### src/rtl/clk_div_cell_pkg.sv
package clk_div_cell_pkg;
  localparam int unsigned RATIO_W = 4;
  localparam int unsigned CODE_W  = 3;

  function automatic logic [RATIO_W-1:0] lut_ratio(input logic [CODE_W-1:0] code);
    case (code)
      3'd1:    lut_ratio = 4'd2;
      3'd2:    lut_ratio = 4'd4;
      3'd3:    lut_ratio = 4'd6;
      3'd4:    lut_ratio = 4'd8;
      3'd5:    lut_ratio = 4'd12;
      default: lut_ratio = 4'd1;
    endcase
  endfunction

  // d3 dominates, then divide switch, then table
  function automatic logic [RATIO_W-1:0] eff_ratio(input logic d3, input logic dsw,
                                                   input logic [CODE_W-1:0] code);
    if (d3)       eff_ratio = 4'd3;
    else if (dsw) eff_ratio = lut_ratio(code);
    else          eff_ratio = 4'd1;
  endfunction
endpackage

### src/rtl/clk_div_src_mux.sv
module clk_div_src_mux #(
  parameter int unsigned NUM_SEC = 8,
  parameter int unsigned SEL_W   = 3
) (
  input  logic               pri_stb_i,
  input  logic [NUM_SEC-1:0] sec_stb_i,
  input  logic               byp_i,
  input  logic [SEL_W-1:0]   sel_i,
  output logic               stb_o
);
  localparam int unsigned PAD_N = 2**SEL_W;

  logic [PAD_N-1:0] sec_pad;

  generate
    if (NUM_SEC < PAD_N) begin : g_pad
      assign sec_pad = {{(PAD_N-NUM_SEC){1'b0}}, sec_stb_i};
    end else begin : g_nopad
      assign sec_pad = sec_stb_i;
    end
  endgenerate

  always_comb begin
    stb_o = pri_stb_i;
    if (byp_i) stb_o = sec_pad[sel_i];
  end
endmodule

### src/rtl/clk_div_ctrl.sv
module clk_div_ctrl
  import clk_div_cell_pkg::*;
#(
  parameter int unsigned NUM_SEC  = 8,
  parameter bit          HAS_MUX  = 1'b1,
  parameter bit          HAS_GATE = 1'b1,
  parameter int unsigned SEL_W    = 3,
  parameter int unsigned IDX_W    = 4
) (
  input  logic               clk_i,
  input  logic               rst_ni,
  input  logic               par_we_i,
  input  logic [IDX_W-1:0]   par_idx_i,
  input  logic               cfg_we_i,
  input  logic               cfg_div_sw_i,
  input  logic [CODE_W-1:0]  cfg_div_sel_i,
  input  logic               cfg_d3_sw_i,
  input  logic               cfg_gate_en_i,
  output logic               byp_o,
  output logic [SEL_W-1:0]   sel_o,
  output logic [RATIO_W-1:0] ratio_o,
  output logic               gate_o,
  output logic [IDX_W-1:0]   parent_o,
  output logic               chg_o
);
  localparam logic [IDX_W-1:0] MAX_IDX = IDX_W'(NUM_SEC);

  logic              dsw_q, dsw_d, d3_q, d3_d;
  logic [CODE_W-1:0] dsel_q, dsel_d;
  logic              byp_q, byp_d;
  logic [SEL_W-1:0]  sel_q, sel_d;
  logic [IDX_W-1:0]  parent_d;
  logic [RATIO_W-1:0] ratio_d;

  always_comb begin
    dsw_d  = dsw_q;
    dsel_d = dsel_q;
    d3_d   = d3_q;
    if (cfg_we_i) begin
      dsw_d  = cfg_div_sw_i;
      dsel_d = cfg_div_sel_i;
      d3_d   = cfg_d3_sw_i;
    end
  end

  always_ff @(posedge clk_i or negedge rst_ni) begin
    if (!rst_ni) begin
      dsw_q  <= 1'b0;
      dsel_q <= '0;
      d3_q   <= 1'b0;
    end else begin
      dsw_q  <= dsw_d;
      dsel_q <= dsel_d;
      d3_q   <= d3_d;
    end
  end

  generate
    if (HAS_MUX) begin : g_mux
      always_comb begin
        byp_d = byp_q;
        sel_d = sel_q;
        if (par_we_i) begin
          if (par_idx_i == '0) begin
            byp_d = 1'b0;               // select field kept
          end else if (par_idx_i <= MAX_IDX) begin
            byp_d = 1'b1;
            sel_d = SEL_W'(par_idx_i - IDX_W'(1));
          end
        end
      end
      always_ff @(posedge clk_i or negedge rst_ni) begin
        if (!rst_ni) begin
          byp_q <= 1'b0;
          sel_q <= '0;
        end else begin
          byp_q <= byp_d;
          sel_q <= sel_d;
        end
      end
    end else begin : g_nomux
      logic unused_par;
      assign unused_par = ^{par_we_i, par_idx_i};
      assign byp_d = 1'b0;
      assign sel_d = '0;
      assign byp_q = 1'b0;
      assign sel_q = '0;
    end

    if (HAS_GATE) begin : g_gate
      logic gate_q;
      always_ff @(posedge clk_i or negedge rst_ni) begin
        if (!rst_ni)       gate_q <= 1'b0;
        else if (cfg_we_i) gate_q <= cfg_gate_en_i;
      end
      assign gate_o = gate_q;
    end else begin : g_nogate
      logic unused_gate;
      assign unused_gate = cfg_gate_en_i;
      assign gate_o = 1'b1;
    end
  endgenerate

  assign parent_d = byp_d ? IDX_W'(sel_d) + IDX_W'(1) : '0;
  assign parent_o = byp_q ? IDX_W'(sel_q) + IDX_W'(1) : '0;
  assign ratio_d  = eff_ratio(d3_d, dsw_d, dsel_d);
  assign ratio_o  = eff_ratio(d3_q, dsw_q, dsel_q);
  assign chg_o    = (ratio_d != ratio_o) || (parent_d != parent_o);
  assign byp_o    = byp_q;
  assign sel_o    = sel_q;
endmodule

### src/rtl/clk_div_stb_div.sv
module clk_div_stb_div
  import clk_div_cell_pkg::*;
(
  input  logic               clk_i,
  input  logic               rst_ni,
  input  logic               stb_i,
  input  logic [RATIO_W-1:0] ratio_i,
  input  logic               clr_i,
  input  logic               gate_i,
  output logic               stb_o
);
  logic [RATIO_W-1:0] cnt_q;
  logic               last;

  assign last = (cnt_q == ratio_i - RATIO_W'(1));

  always_ff @(posedge clk_i or negedge rst_ni) begin
    if (!rst_ni) begin
      cnt_q <= '0;
      stb_o <= 1'b0;
    end else if (clr_i) begin
      cnt_q <= '0;
      stb_o <= 1'b0;
    end else begin
      stb_o <= 1'b0;
      if (stb_i) begin
        if (last) begin
          cnt_q <= '0;
          stb_o <= gate_i;
        end else begin
          cnt_q <= cnt_q + RATIO_W'(1);
        end
      end
    end
  end
endmodule

### src/rtl/clk_div_cell.sv
module clk_div_cell
  import clk_div_cell_pkg::*;
#(
  parameter int unsigned NUM_SEC  = 8,
  parameter bit          HAS_MUX  = 1'b1,
  parameter bit          HAS_GATE = 1'b1,
  localparam int unsigned SEL_W   = (NUM_SEC > 1) ? $clog2(NUM_SEC) : 1,
  localparam int unsigned IDX_W   = $clog2(NUM_SEC + 1)
) (
  input  logic               clk_i,
  input  logic               rst_ni,
  input  logic               pri_stb_i,
  input  logic [NUM_SEC-1:0] sec_stb_i,
  input  logic               par_we_i,
  input  logic [IDX_W-1:0]   par_idx_i,
  input  logic               cfg_we_i,
  input  logic               cfg_div_sw_i,
  input  logic [2:0]         cfg_div_sel_i,
  input  logic               cfg_d3_sw_i,
  input  logic               cfg_gate_en_i,
  output logic               clk_en_o,
  output logic [3:0]         ratio_o,
  output logic [IDX_W-1:0]   parent_o
);
  logic             byp_w, gate_w, chg_w, src_stb_w;
  logic [SEL_W-1:0] sel_w;

  clk_div_ctrl #(
    .NUM_SEC (NUM_SEC),
    .HAS_MUX (HAS_MUX),
    .HAS_GATE(HAS_GATE),
    .SEL_W   (SEL_W),
    .IDX_W   (IDX_W)
  ) i_ctrl (
    .clk_i        (clk_i),
    .rst_ni       (rst_ni),
    .par_we_i     (par_we_i),
    .par_idx_i    (par_idx_i),
    .cfg_we_i     (cfg_we_i),
    .cfg_div_sw_i (cfg_div_sw_i),
    .cfg_div_sel_i(cfg_div_sel_i),
    .cfg_d3_sw_i  (cfg_d3_sw_i),
    .cfg_gate_en_i(cfg_gate_en_i),
    .byp_o        (byp_w),
    .sel_o        (sel_w),
    .ratio_o      (ratio_o),
    .gate_o       (gate_w),
    .parent_o     (parent_o),
    .chg_o        (chg_w)
  );

  clk_div_src_mux #(
    .NUM_SEC(NUM_SEC),
    .SEL_W  (SEL_W)
  ) i_src (
    .pri_stb_i(pri_stb_i),
    .sec_stb_i(sec_stb_i),
    .byp_i    (byp_w),
    .sel_i    (sel_w),
    .stb_o    (src_stb_w)
  );

  clk_div_stb_div i_div (
    .clk_i  (clk_i),
    .rst_ni (rst_ni),
    .stb_i  (src_stb_w),
    .ratio_i(ratio_o),
    .clr_i  (chg_w),
    .gate_i (gate_w),
    .stb_o  (clk_en_o)
  );
endmodule

### config.mk
export PLATFORM = sky130hd
export DESIGN_NAME = clk_div_cell
export DESIGN_NICKNAME = d
export VERILOG_FILES = /design/src/rtl/clk_div_cell_pkg.sv /design/src/rtl/clk_div_src_mux.sv /design/src/rtl/clk_div_ctrl.sv /design/src/rtl/clk_div_stb_div.sv /design/src/rtl/clk_div_cell.sv
export SDC_FILE = /design/constraint.sdc
export NUM_CORES = 1
export LEC_CHECK = 0
export BUFFER_PORTS_ARGS = -buffer_cell sky130_fd_sc_hd__buf_2
export CAP_MARGIN = 10
export CORE_AREA = 2 2 56 79
export CTS_BUF_LIST = sky130_fd_sc_hd__clkbuf_16
export DETAILED_ROUTE_END_ITERATION = 10
export DIE_AREA = 0 0 58 81
export PLACE_DENSITY_LB_ADDON = 0.12
export SETUP_SLACK_MARGIN = 0.3
export SYNTH_ARGS = -nofsm -noshare
export SYNTH_HDL_FRONTEND = slang
export SYNTH_SLANG_ARGS = --single-unit
### constraint.sdc
create_clock -name clk_i -period 3.6 [get_ports clk_i]
set_clock_uncertainty 0.05 [all_clocks]
set_input_delay 0.18 -clock clk_i [delete_from_list [all_inputs] [get_ports clk_i]]
set_output_delay 0.18 -clock clk_i [all_outputs]
set_load 0.1 [all_outputs]
==> impl_metrics.csv <==
group,metric,value,unit
floorplan,core_region_area,4064,um2
clock_network,clock-sinks,15,
drt,vias_per_cell,5.459,
clock_network,root_buffer,"clkbuf_16",
worst_hold_path,hold_class,"in2reg",
timing,tns,0,ns
placed_design,placed_area,1548,um2
placed_design,gp_congestion,0.8359,
layout,fin_cells,218,
layout,layout-drive-gt1-share,34.10,%
clock_network,post_cts_buffers,0,
floorplan,die_w,58,um
setup_path,crit_fanout,5,
setup_path,setup.worst_path.start_class,"input port",
timing,period_needed,2.277,ns
timing,worst_pin_slew,0.5798,ns
layout,fin_nets,201,
grt,grt.total_usage,14.96,%
power,ir_drop,352.6,uV
drt,drt_iter0_drc,14,
power,cellLeakagePower,0.7405,nW
setup_path,critPathCaptureType,"flop",
floorplan,dieArea,4698,um2
outcome,status,"finished, final reports clean",
clock_network,cts_tree,"yes",
setup_path,worstSetupPathType,"in2reg",
clock_network,clk_pin_slew,0.05,ns
grt,grt_pass1_vias,1256,
timing,rsz0062_at_grt,"false",
yosys,synth_ff_type,"dfrtp_1",
timing,max_freq,439.1,MHz
yosys,ys_ff_latch,15,
floorplan,start_util,33.77,%
layout,fillCellCount,412,
yosys,synth_cells,143,
drt,vias,1190,
yosys,yosysSeqAreaShare,27.35,%
timing,slew_viol_final,0,
setup_path,worstPathRequired,3.70,ns
clock_network,clock_latency,0.24,ns
yosys,postSynthNetCount,170,
drt,dr.pass1.iters,4,
yosys,synthArstFlopShare,100.0,%
layout,area_growth_syn_to_layout,19.23,%
layout,final_common_cell,"buf_2",
timing,fin_crit_sh,63.26,%
floorplan,pin_count,32,
floorplan,rows,28,
placed_design,port_buffers,31,
job,cap_violations,0,
placed_design,hpwl,2563,um
drt,drc,0,
layout,fin_area,1637,um2
yosys,yosys_warnings,0,
grt,grt_max_degree,16,
drt,routedWlPerCell,14.13,um
layout,final_cell_mix,"buf_2, dfrtp_1, inv_1",
grt,overflow,0,
yosys,synth_cell_types,55,
grt,antenna_found_initial,0,
yosys,syn_area,1373,um2
timing,setup_violations,0,
timing,relSlewSlack,61.11,%
floorplan,die_h,81,um
drt,wirelength,3081,um
yosys,avgSynthCellArea,9.598,um2
placed_design,place_inst,213,
clock_network,cts.path.max_buffers,2,
power,p_per_area,495.2,nW/um2
layout,n_antenna_cell,0,
clock_network,htreeDepth,1,
grt,grt_pass1_wl,5485,um
clock_network,cts_buffers,3,
drt,final_antenna_net_count,0,
yosys,synth_edf_count,0,
setup_path,cp_data_arrival_time,2.38,ns
timing,finalHoldViolations,0,
==> through the flow <==
| step | utilization, % | power, mW | hold WS (ns) | worst slack [ns] |
|---|---|---|---|---|
| detailed placement | 38.09 | 0.6052 | 0.05215 | 1.071 |
| floorplan | - | 0.5367 | -0.1656 | 0.5926 |
| global route | 40.27 | 0.8599 | 0.1391 | 1.146 |
| global placement | 38.09 | 0.6006 | 0.05103 | 1.169 |
| finish | 40.27 | 0.8105 | 0.1275 | 1.323 |
| CTS | 40.27 | 0.8207 | 0.1265 | 1.323 |
==> kinds of logic after synthesis <==
family                     synth area share (%)
DFF                                       27.35
buffers and inverters                     6.290
and+or+nand+nor                           26.34
xor gates and xnor gates                  2.553
AOI/OAI and AO/OA                         24.07
muxes                                     9.753
adders and majority gates                 3.646
==> synth_stat cells (2+ instances only) <==
| cell | count | area share (%) |
|---|---|---|
| dfrtp_1 | 15 | 27 |
| inv_1 | 11 | 3.0 |
| nand2_1 | 9 | 2.5 |
| a211oi_1 | 6 | 3.3 |
| a21oi_1 | 6 | 2.2 |
| mux2_2 | 5 | 4.1 |
| nor2_1 | 5 | 1.4 |
| nor2b_1 | 5 | 2.3 |
| ha_1 | 4 | 3.6 |
| mux2i_1 | 4 | 2.9 |
| a22oi_1 | 3 | 1.6 |
| buf_2 | 3 | 1.1 |
| nand2b_1 | 3 | 1.4 |
| nand3_1 | 3 | 1.1 |
| nand4_1 | 3 | 1.4 |
| nor3_1 | 3 | 1.1 |
| nor3b_1 | 3 | 1.6 |
| o21ai_0 | 3 | 1.1 |
| or2_2 | 3 | 1.4 |
| or3_1 | 3 | 1.4 |
| a21o_1 | 2 | 1.1 |
| and3b_1 | 2 | 1.3 |
| buf_6 | 2 | 1.6 |
| nand2b_4 | 2 | 2.0 |
| nand3b_1 | 2 | 1.1 |
| o22ai_1 | 2 | 0.91 |
| xnor2_1 | 2 | 1.3 |
| xor2_1 | 2 | 1.3 |
==> cell type report <==
| type | count | area [um2] | area share, % |
|---|---|---|---|
| inverters | 11 | 41.29 | 2.523 |
| flip-flops and latches | 15 | 375.4 | 22.94 |
| clock inverters | 1 | 3.754 | 0.2294 |
| multi-input cells | 111 | 919.6 | 56.19 |
| clock buffers | 3 | 75.07 | 4.587 |
| well taps | 45 | 56.30 | 3.440 |
| repair buffers | 32 | 165.2 | 10.09 |
==> where the power goes <==
group	internal [mW]	leakage [nW]	total, mW	switching, mW
combinational	0.121	0.513	0.380	0.259
clock	0.147	0.0423	0.209	0.0628
sequential	0.185	0.185	0.221	0.0366
total	0.452	0.740	0.810	0.358
==> repair_timing <==
action	in CTS	in global routing
endpoints found under the hold margin	15	0
gates resized for setup	0	0
hold buffers	1	0
==> sequential cells by signal (all words and copies together), names as in the netlist <==
signal,count
i_ctrl.d3_q,1
i_ctrl.byp_o,1
i_ctrl.dsel_q,3
i_ctrl.dsw_q,1
i_div.stb_o,1
i_ctrl.gate_o,1
i_div.cnt_q,4
i_ctrl.sel_o,3
==> critical path: stages <==
cell	delay (ns)
buf_2	0.08
inv_1	0.03
ha_1	0.23
nor2b_4	0.16
o21ai_2	0.19
mux2i_1	0.43
ha_1	0.31
nand2_1	0.07
xor2_1	0.15
nand4_1	0.25
nor4_2	0.30
==> metal layers <==
layer	global-route usage, %	vias to the layer above	wire, um
met5	0	-	0
met4	7.209	0	55
met3	1.433	4	118
met2	28.86	29	1674
met1	15.79	558	1231
li1	-	599	-
==> path summary, 6_finish.rpt <==
path	start	to	slack (ns)	cells past startpoint
hold / removal	cfg_gate_en_i	i_ctrl.gate_o	0.13	2
setup / recovery	par_idx_i[0]	i_div.stb_o	1.32	11
min in group asynchronous	rst_ni	i_ctrl.sel_o[2]	0.32	2
setup reg to reg	i_ctrl.d3_q	i_div.stb_o	1.40	6
max in group asynchronous	rst_ni	i_ctrl.dsw_q	2.93	2
hold reg to reg	i_ctrl.gate_o	i_ctrl.gate_o	0.46	1
Power figures use the tool's default switching activity.
